$ cat src/rtl/padmux_pkg.sv
package padmux_pkg;

    localparam int FUNC_PER_PAD = 6;
    localparam int SEL_W        = 3;
    localparam int DRV_W        = 2;

    typedef enum logic [1:0] {
        POL_PASS     = 2'd0,
        POL_TIE1     = 2'd1,
        POL_TIE0     = 2'd2,
        POL_PASS_ALT = 2'd3
    } in_policy_e;

    typedef enum logic [0:0] {
        ST_HOLD = 1'b0,
        ST_RUN  = 1'b1
    } bringup_state_e;

    typedef struct packed {
        logic [SEL_W-1:0] sel;
        logic             ie;
        logic             pu;
        logic             pd;
        logic [DRV_W-1:0] drv;
    } pad_cfg_t;

    function automatic logic idle_input(input logic [1:0] pol, input logic pin);
        logic v;
        case (pol)
            POL_TIE1: v = 1'b1;
            POL_TIE0: v = 1'b0;
            default:  v = pin;
        endcase
        return v;
    endfunction

endpackage

$ cat src/rtl/padmux_ctrl.sv
module padmux_ctrl
    import padmux_pkg::*;
(
    input  logic clk,
    input  logic rst_n,
    output logic run_en
);

    bringup_state_e state_q;
    bringup_state_e state_d;

    always_ff @(posedge clk or negedge rst_n) begin
        if (!rst_n) begin
            state_q <= ST_HOLD;
        end else begin
            state_q <= state_d;
        end
    end

    always_comb begin
        state_d = state_q;
        unique case (state_q)
            ST_HOLD: state_d = ST_RUN;
            ST_RUN:  state_d = ST_RUN;
            default: state_d = ST_HOLD;
        endcase
    end

    always_comb begin
        run_en = 1'b0;
        unique case (state_q)
            ST_HOLD: run_en = 1'b0;
            ST_RUN:  run_en = 1'b1;
            default: run_en = 1'b0;
        endcase
    end

endmodule

$ cat src/rtl/padmux_cfg_regs.sv
module padmux_cfg_regs
    import padmux_pkg::*;
#(
    parameter int                        NUM_PADS = 5,
    parameter int                        PAD_W    = 3,
    parameter logic [NUM_PADS-1:0]       RST_IE   = '1,
    parameter logic [NUM_PADS-1:0]       RST_PU   = '0,
    parameter logic [NUM_PADS-1:0]       RST_PD   = '0,
    parameter logic [DRV_W*NUM_PADS-1:0] RST_DRV  = '0
) (
    input  logic                         clk,
    input  logic                         rst_n,
    input  logic                         wr_en,
    input  logic [PAD_W-1:0]             wr_pad,
    input  pad_cfg_t                     wr_data,
    output pad_cfg_t [NUM_PADS-1:0]      cfg_q
);

    for (genvar p = 0; p < NUM_PADS; p++) begin : g_pad
        pad_cfg_t reg_q;
        logic     hit;

        assign hit = wr_en && (wr_pad == PAD_W'(p));

        always_ff @(posedge clk or negedge rst_n) begin
            if (!rst_n) begin
                reg_q.sel <= '0;
                reg_q.ie  <= RST_IE[p];
                reg_q.pu  <= RST_PU[p];
                reg_q.pd  <= RST_PD[p];
                reg_q.drv <= RST_DRV[DRV_W*p +: DRV_W];
            end else if (hit) begin
                reg_q <= wr_data;
            end
        end

        assign cfg_q[p] = reg_q;
    end

endmodule

$ cat src/rtl/padmux_pad_slice.sv
module padmux_pad_slice
    import padmux_pkg::*;
#(
    parameter logic                        IN_ONLY = 1'b0,
    parameter logic                        RST_IE  = 1'b1,
    parameter logic                        RST_PU  = 1'b0,
    parameter logic                        RST_PD  = 1'b0,
    parameter logic [2*FUNC_PER_PAD-1:0]   POLICY  = '0
) (
    input  logic                    run_en,
    input  pad_cfg_t                cfg,
    input  logic [FUNC_PER_PAD-1:0] fn_out,
    input  logic [FUNC_PER_PAD-1:0] fn_oe,
    output logic [FUNC_PER_PAD-1:0] fn_in,
    input  logic                    pad_in,
    output logic                    pad_out,
    output logic                    pad_oe,
    output logic                    pad_ie,
    output logic                    pad_pu,
    output logic                    pad_pd,
    output logic [DRV_W-1:0]        pad_drv
);

    logic [FUNC_PER_PAD-1:0] sel_hit;
    logic                    pin;
    logic                    pu_raw;
    logic                    pd_raw;

    for (genvar f = 0; f < FUNC_PER_PAD; f++) begin : g_fn
        assign sel_hit[f] = run_en && (cfg.sel == SEL_W'(f));
        assign fn_in[f]   = sel_hit[f] ? pin
                                       : idle_input(POLICY[2*f +: 2], pin);
    end

    assign pad_ie = run_en ? cfg.ie : RST_IE;
    assign pin    = pad_in & pad_ie;
    assign pu_raw = run_en ? cfg.pu : RST_PU;
    assign pd_raw = run_en ? cfg.pd : RST_PD;

    if (IN_ONLY) begin : g_in_only
        assign pad_out = 1'b0;
        assign pad_oe  = 1'b0;
        assign pad_pu  = 1'b0;
        assign pad_pd  = 1'b0;
    end else begin : g_bidir
        assign pad_out = |(sel_hit & fn_out);
        assign pad_oe  = |(sel_hit & fn_oe);
        assign pad_pu  = pu_raw;
        assign pad_pd  = pd_raw & ~pu_raw;
    end

    assign pad_drv = cfg.drv;

endmodule

$ cat src/rtl/padmux_top.sv
module padmux_top
    import padmux_pkg::*;
#(
    parameter int                                    NUM_PADS   = 5,
    parameter logic [NUM_PADS-1:0]                   INPUT_ONLY = 5'b10000,
    parameter logic [NUM_PADS-1:0]                   RST_IE     = 5'b10111,
    parameter logic [NUM_PADS-1:0]                   RST_PU     = 5'b00110,
    parameter logic [NUM_PADS-1:0]                   RST_PD     = 5'b11100,
    parameter logic [DRV_W*NUM_PADS-1:0]             RST_DRV    = {NUM_PADS{2'b10}},
    parameter logic [2*FUNC_PER_PAD*NUM_PADS-1:0]    POLICY     = {NUM_PADS{12'h9E4}},
    localparam int                                   PAD_W      = (NUM_PADS > 1) ? $clog2(NUM_PADS + 1) : 1,
    localparam int                                   NF         = NUM_PADS * FUNC_PER_PAD
) (
    input  logic                      clk,
    input  logic                      rst_n,
    input  logic                      cfg_we,
    input  logic [PAD_W-1:0]          cfg_pad,
    input  logic [SEL_W-1:0]          cfg_sel,
    input  logic                      cfg_ie,
    input  logic                      cfg_pu,
    input  logic                      cfg_pd,
    input  logic [DRV_W-1:0]          cfg_drv,
    input  logic [NF-1:0]             fn_out,
    input  logic [NF-1:0]             fn_oe,
    output logic [NF-1:0]             fn_in,
    input  logic [NUM_PADS-1:0]       pad_in,
    output logic [NUM_PADS-1:0]       pad_out,
    output logic [NUM_PADS-1:0]       pad_oe,
    output logic [NUM_PADS-1:0]       pad_ie,
    output logic [NUM_PADS-1:0]       pad_pu,
    output logic [NUM_PADS-1:0]       pad_pd,
    output logic [DRV_W*NUM_PADS-1:0] pad_drv
);

    logic                    run_en;
    pad_cfg_t                wr_data;
    pad_cfg_t [NUM_PADS-1:0] cfg_q;

    assign wr_data = '{sel: cfg_sel, ie: cfg_ie, pu: cfg_pu, pd: cfg_pd, drv: cfg_drv};

    padmux_ctrl u_ctrl (
        .clk    (clk),
        .rst_n  (rst_n),
        .run_en (run_en)
    );

    padmux_cfg_regs #(
        .NUM_PADS (NUM_PADS),
        .PAD_W    (PAD_W),
        .RST_IE   (RST_IE),
        .RST_PU   (RST_PU),
        .RST_PD   (RST_PD),
        .RST_DRV  (RST_DRV)
    ) u_regs (
        .clk     (clk),
        .rst_n   (rst_n),
        .wr_en   (cfg_we),
        .wr_pad  (cfg_pad),
        .wr_data (wr_data),
        .cfg_q   (cfg_q)
    );

    for (genvar p = 0; p < NUM_PADS; p++) begin : g_slice
        padmux_pad_slice #(
            .IN_ONLY (INPUT_ONLY[p]),
            .RST_IE  (RST_IE[p]),
            .RST_PU  (RST_PU[p]),
            .RST_PD  (RST_PD[p]),
            .POLICY  (POLICY[2*FUNC_PER_PAD*p +: 2*FUNC_PER_PAD])
        ) u_slice (
            .run_en  (run_en),
            .cfg     (cfg_q[p]),
            .fn_out  (fn_out[FUNC_PER_PAD*p +: FUNC_PER_PAD]),
            .fn_oe   (fn_oe[FUNC_PER_PAD*p +: FUNC_PER_PAD]),
            .fn_in   (fn_in[FUNC_PER_PAD*p +: FUNC_PER_PAD]),
            .pad_in  (pad_in[p]),
            .pad_out (pad_out[p]),
            .pad_oe  (pad_oe[p]),
            .pad_ie  (pad_ie[p]),
            .pad_pu  (pad_pu[p]),
            .pad_pd  (pad_pd[p]),
            .pad_drv (pad_drv[DRV_W*p +: DRV_W])
        );
    end

endmodule

$ cat config.mk
export PLATFORM = sky130hd
export DESIGN_NAME = padmux_top
export DESIGN_NICKNAME = d
export VERILOG_FILES = /design/src/rtl/padmux_pkg.sv /design/src/rtl/padmux_ctrl.sv /design/src/rtl/padmux_cfg_regs.sv /design/src/rtl/padmux_pad_slice.sv /design/src/rtl/padmux_top.sv
export SDC_FILE = /design/constraint.sdc
export NUM_CORES = 1
export LEC_CHECK = 0
export BUFFER_PORTS_ARGS = -buffer_cell sky130_fd_sc_hd__buf_2
export CAP_MARGIN = 40
export CORE_MARGIN = 5
export CORE_UTILIZATION = 30
export CTS_CLUSTER_DIAMETER = 200
export DETAILED_ROUTE_END_ITERATION = 10
export GPL_TIMING_DRIVEN = 0
export PLACE_DENSITY = 0.6
export SLEW_MARGIN = 10
export SYNTH_ARGS = -nofsm -noshare
export SYNTH_HDL_FRONTEND = slang
export SYNTH_HIERARCHICAL = 1
export SYNTH_SLANG_ARGS = --single-unit
$ cat constraint.sdc
create_clock -name clk -period 1.7 [get_ports clk]
set_input_delay 0.51 -clock clk [delete_from_list [all_inputs] [get_ports clk]]
set_output_delay 0.51 -clock clk [all_outputs]
set_load 0.005 [all_outputs]
==> results by group <==
Global routing
  – GR Overflow Total: 0
  – Vias in the first global route: 2320
  – Tot GR Track Use: 14.1%
  – First-pass GRT wire length: between 10000 and 15000 um
  – Initial antenna violation count: 0
  – Largest net degree at the start of global routing: 24

Timing
  – Fin crit share: 130%
  – Slew headroom: roughly three fifths
  – Actual slew at the worst max-slew pin: 0.625 ns
  – Worst Slack Setup Final: -0.510 ns
  – Crit path time final: 2.21 ns
  – Fmax: 453 MHz
  – Pins over their slew limit: 0
  – Final setup vio count: 49
  – Setup TNS: -10.38 ns
  – Final hold vios: 0
  – RSZ-0062 raised after global routing: yes
  – Final Skew: 0 ns

Worst setup path
  – Setup crit start kind: flop
  – CP Capture Type: output pin
  – WP data required: 1.19 ns
  – Worst EP arrival: roughly 1.7 ns
  – CP Max Fanout: 3
  – Setup CP Type: reg2out

Floorplanning
  – DIE WIDTH: 102 um
  – # rows: 33
  – Core ar.: 0.00822 mm^2
  – Initial Utilization: 30.7%
  – Die area: just over 0.01 mm^2
  – Ports: around 140
  – Die Y-Extent: 102 um

Outcome
  – Failing checks: setup timing
  – Status: finished with violations

Final layout
  – Area delta synth->final: 62.9%
  – Multi-input logic area: 0.00148 mm^2
  – Final net count: 460
  – FILL cells: 735
  – Share of cells above drive strength 1: 74.9%
  – FF+latch area: 998 um^2
  – Most frequent cells in the layout: buf_2, buf_6, mux2_2, dfrtp_1, buf_4
  – Most common cell after layout, fill and taps aside: buf_2
  – ANT cells: 0

Power
  – Peak VDD IR: about 480 uV
  – Switching part of the total power: 29.3%
  – Leakage dissipation: roughly 2.0 nW
  – Switch Pwr: 0.00105 W
  – Clock share of power: 18.8%
  – Part of the power in registers: 38.1%
  – Pwr Density: 877 mW/mm^2
  – Internal Pwr Total: 0.00255 W
  – Power share of the combinational group: 43.0%
  – Overall power: about 0.0036 W

Detailed routing
  – DRC viols: 0
  – Detail Route Antenna Nets: 0
  – Iteration-0 DRC Markers: 58
  – Total number of vias: 2239
  – DRT Pass-1 Iters: 4
  – Wire per inst: 15.0 um
  – DR vias/cell: 4.60
  – Final wirelength: 7300 um

Clock network
  – Clock Tree Buf Depth: 2
  – CTS tree: yes
  – Clk slew on worst S/H paths: 0.08 ns
  – Root Buffer: clkbuf_8
  – Worst skew pair latency: 0.28 ns
  – Sink Count: 39
  – H-tree levels: 2
  – Hold_buf cts: 0
  – CTS Buf Count: 5

Synth
  – Yosys warns: 6
  – Cells after Synth: 222
  – Post-Syn Area per Cell: 11.4 um^2
  – Synthesized cell area: 0.00252 mm^2

Placed design
  – Pre-CTS WS: -0.306 ns
  – Routability cong.: between 0.7 and 0.8
  – Dpl hpwl: 5150 um
  – PortBufs: 127

Worst hold path
  – Hold WC Path Type: in2async

Job
  – Max_cap viols: 0
==> power groups by stage <==
stage | Sequential [W] | Combinational, W | Clock (W)
6_report | 0.00137 | 0.00155 | 0.000678
5_1_grt | 0.00142 | 0.00168 | 0.000768
4_1_cts | 0.00136 | 0.00147 | 0.000706
3_5_place_dp | 0.00138 | 0.00114 | 0
3_3_place_gp | 0.00137 | 0.00112 | 0
2_1_floorplan | 0.00132 | 0.000779 | 0
==> worst paths after layout <==
path                                  start               end  slack [ns]  depth (start not counted)
max                        u_regs/cfg_q[13]        pad_out[1]       -0.51                          5
min                                   rst_n  u_regs/cfg_q[10]        0.16                          1
max reg2reg                u_regs/cfg_q[30]  u_regs/cfg_q[30]        0.79                          2
min reg2reg                 u_regs/cfg_q[8]   u_regs/cfg_q[8]        0.51                          1
max in group asynchronous             rst_n  u_regs/cfg_q[36]        1.00                          2
min in group clk            u_regs/cfg_q[8]   u_regs/cfg_q[8]        0.51                          1
==> layer usage <==
layer | wire length (um) | share of wire [%] | GRT usage [%] | up-vias
li1 | - | - | - | 1084
met4 | 42 | 0.58 | 2.45 | 0
met3 | 499 | 6.8 | 3.10 | 5
met1 | 2770 | 38 | 16.6 | 1089
met5 | 0 | 0 | 0 | -
met2 | 3990 | 55 | 26.5 | 61
==> state kept, by name (all words and copies together), names as in the netlist <==
name	cells
u_ctrl/state_q	1
u_regs/cfg_q	38
==> final cells by class <==
cell class	instances	share of cell area, %
clock buffers	8	2.44
flip-flops and latches	39	24.3
multi-input cells	146	36.0
repair buffers	149	26.2
plain buffers	31	6.76
inverters	9	1.07
well taps	105	3.20
==> timing repair <==
item,4_1_cts,5_1_grt
resized for setup,70,26
endpoints found under the setup margin,51,51
buffers inserted,17,4
cloned,2,0
pin swaps,15,6
==> critical path, cell delays in order, from the launching register on <==
cell and delay [ns]:
dfrtp_1 0.36, buf_6 0.12, mux4_2 0.49, nor2b_1 0.15, o21a_1 0.17, buf_2 0.12
==> through the flow <==
step	hold slack (ns)	cell area [um^2]	instances	util [%]
4_1_cts	0.163	3970	485	48.3
2_1_floorplan	0.214	2530	225	-
3_3_place_gp	0.486	3300	457	40.2
3_5_place_dp	0.478	3330	458	40.5
5_1_grt	0.170	4110	487	50.0
6_report	0.160	4110	487	50.0
Note: power is estimated with default switching activity, not from simulation.
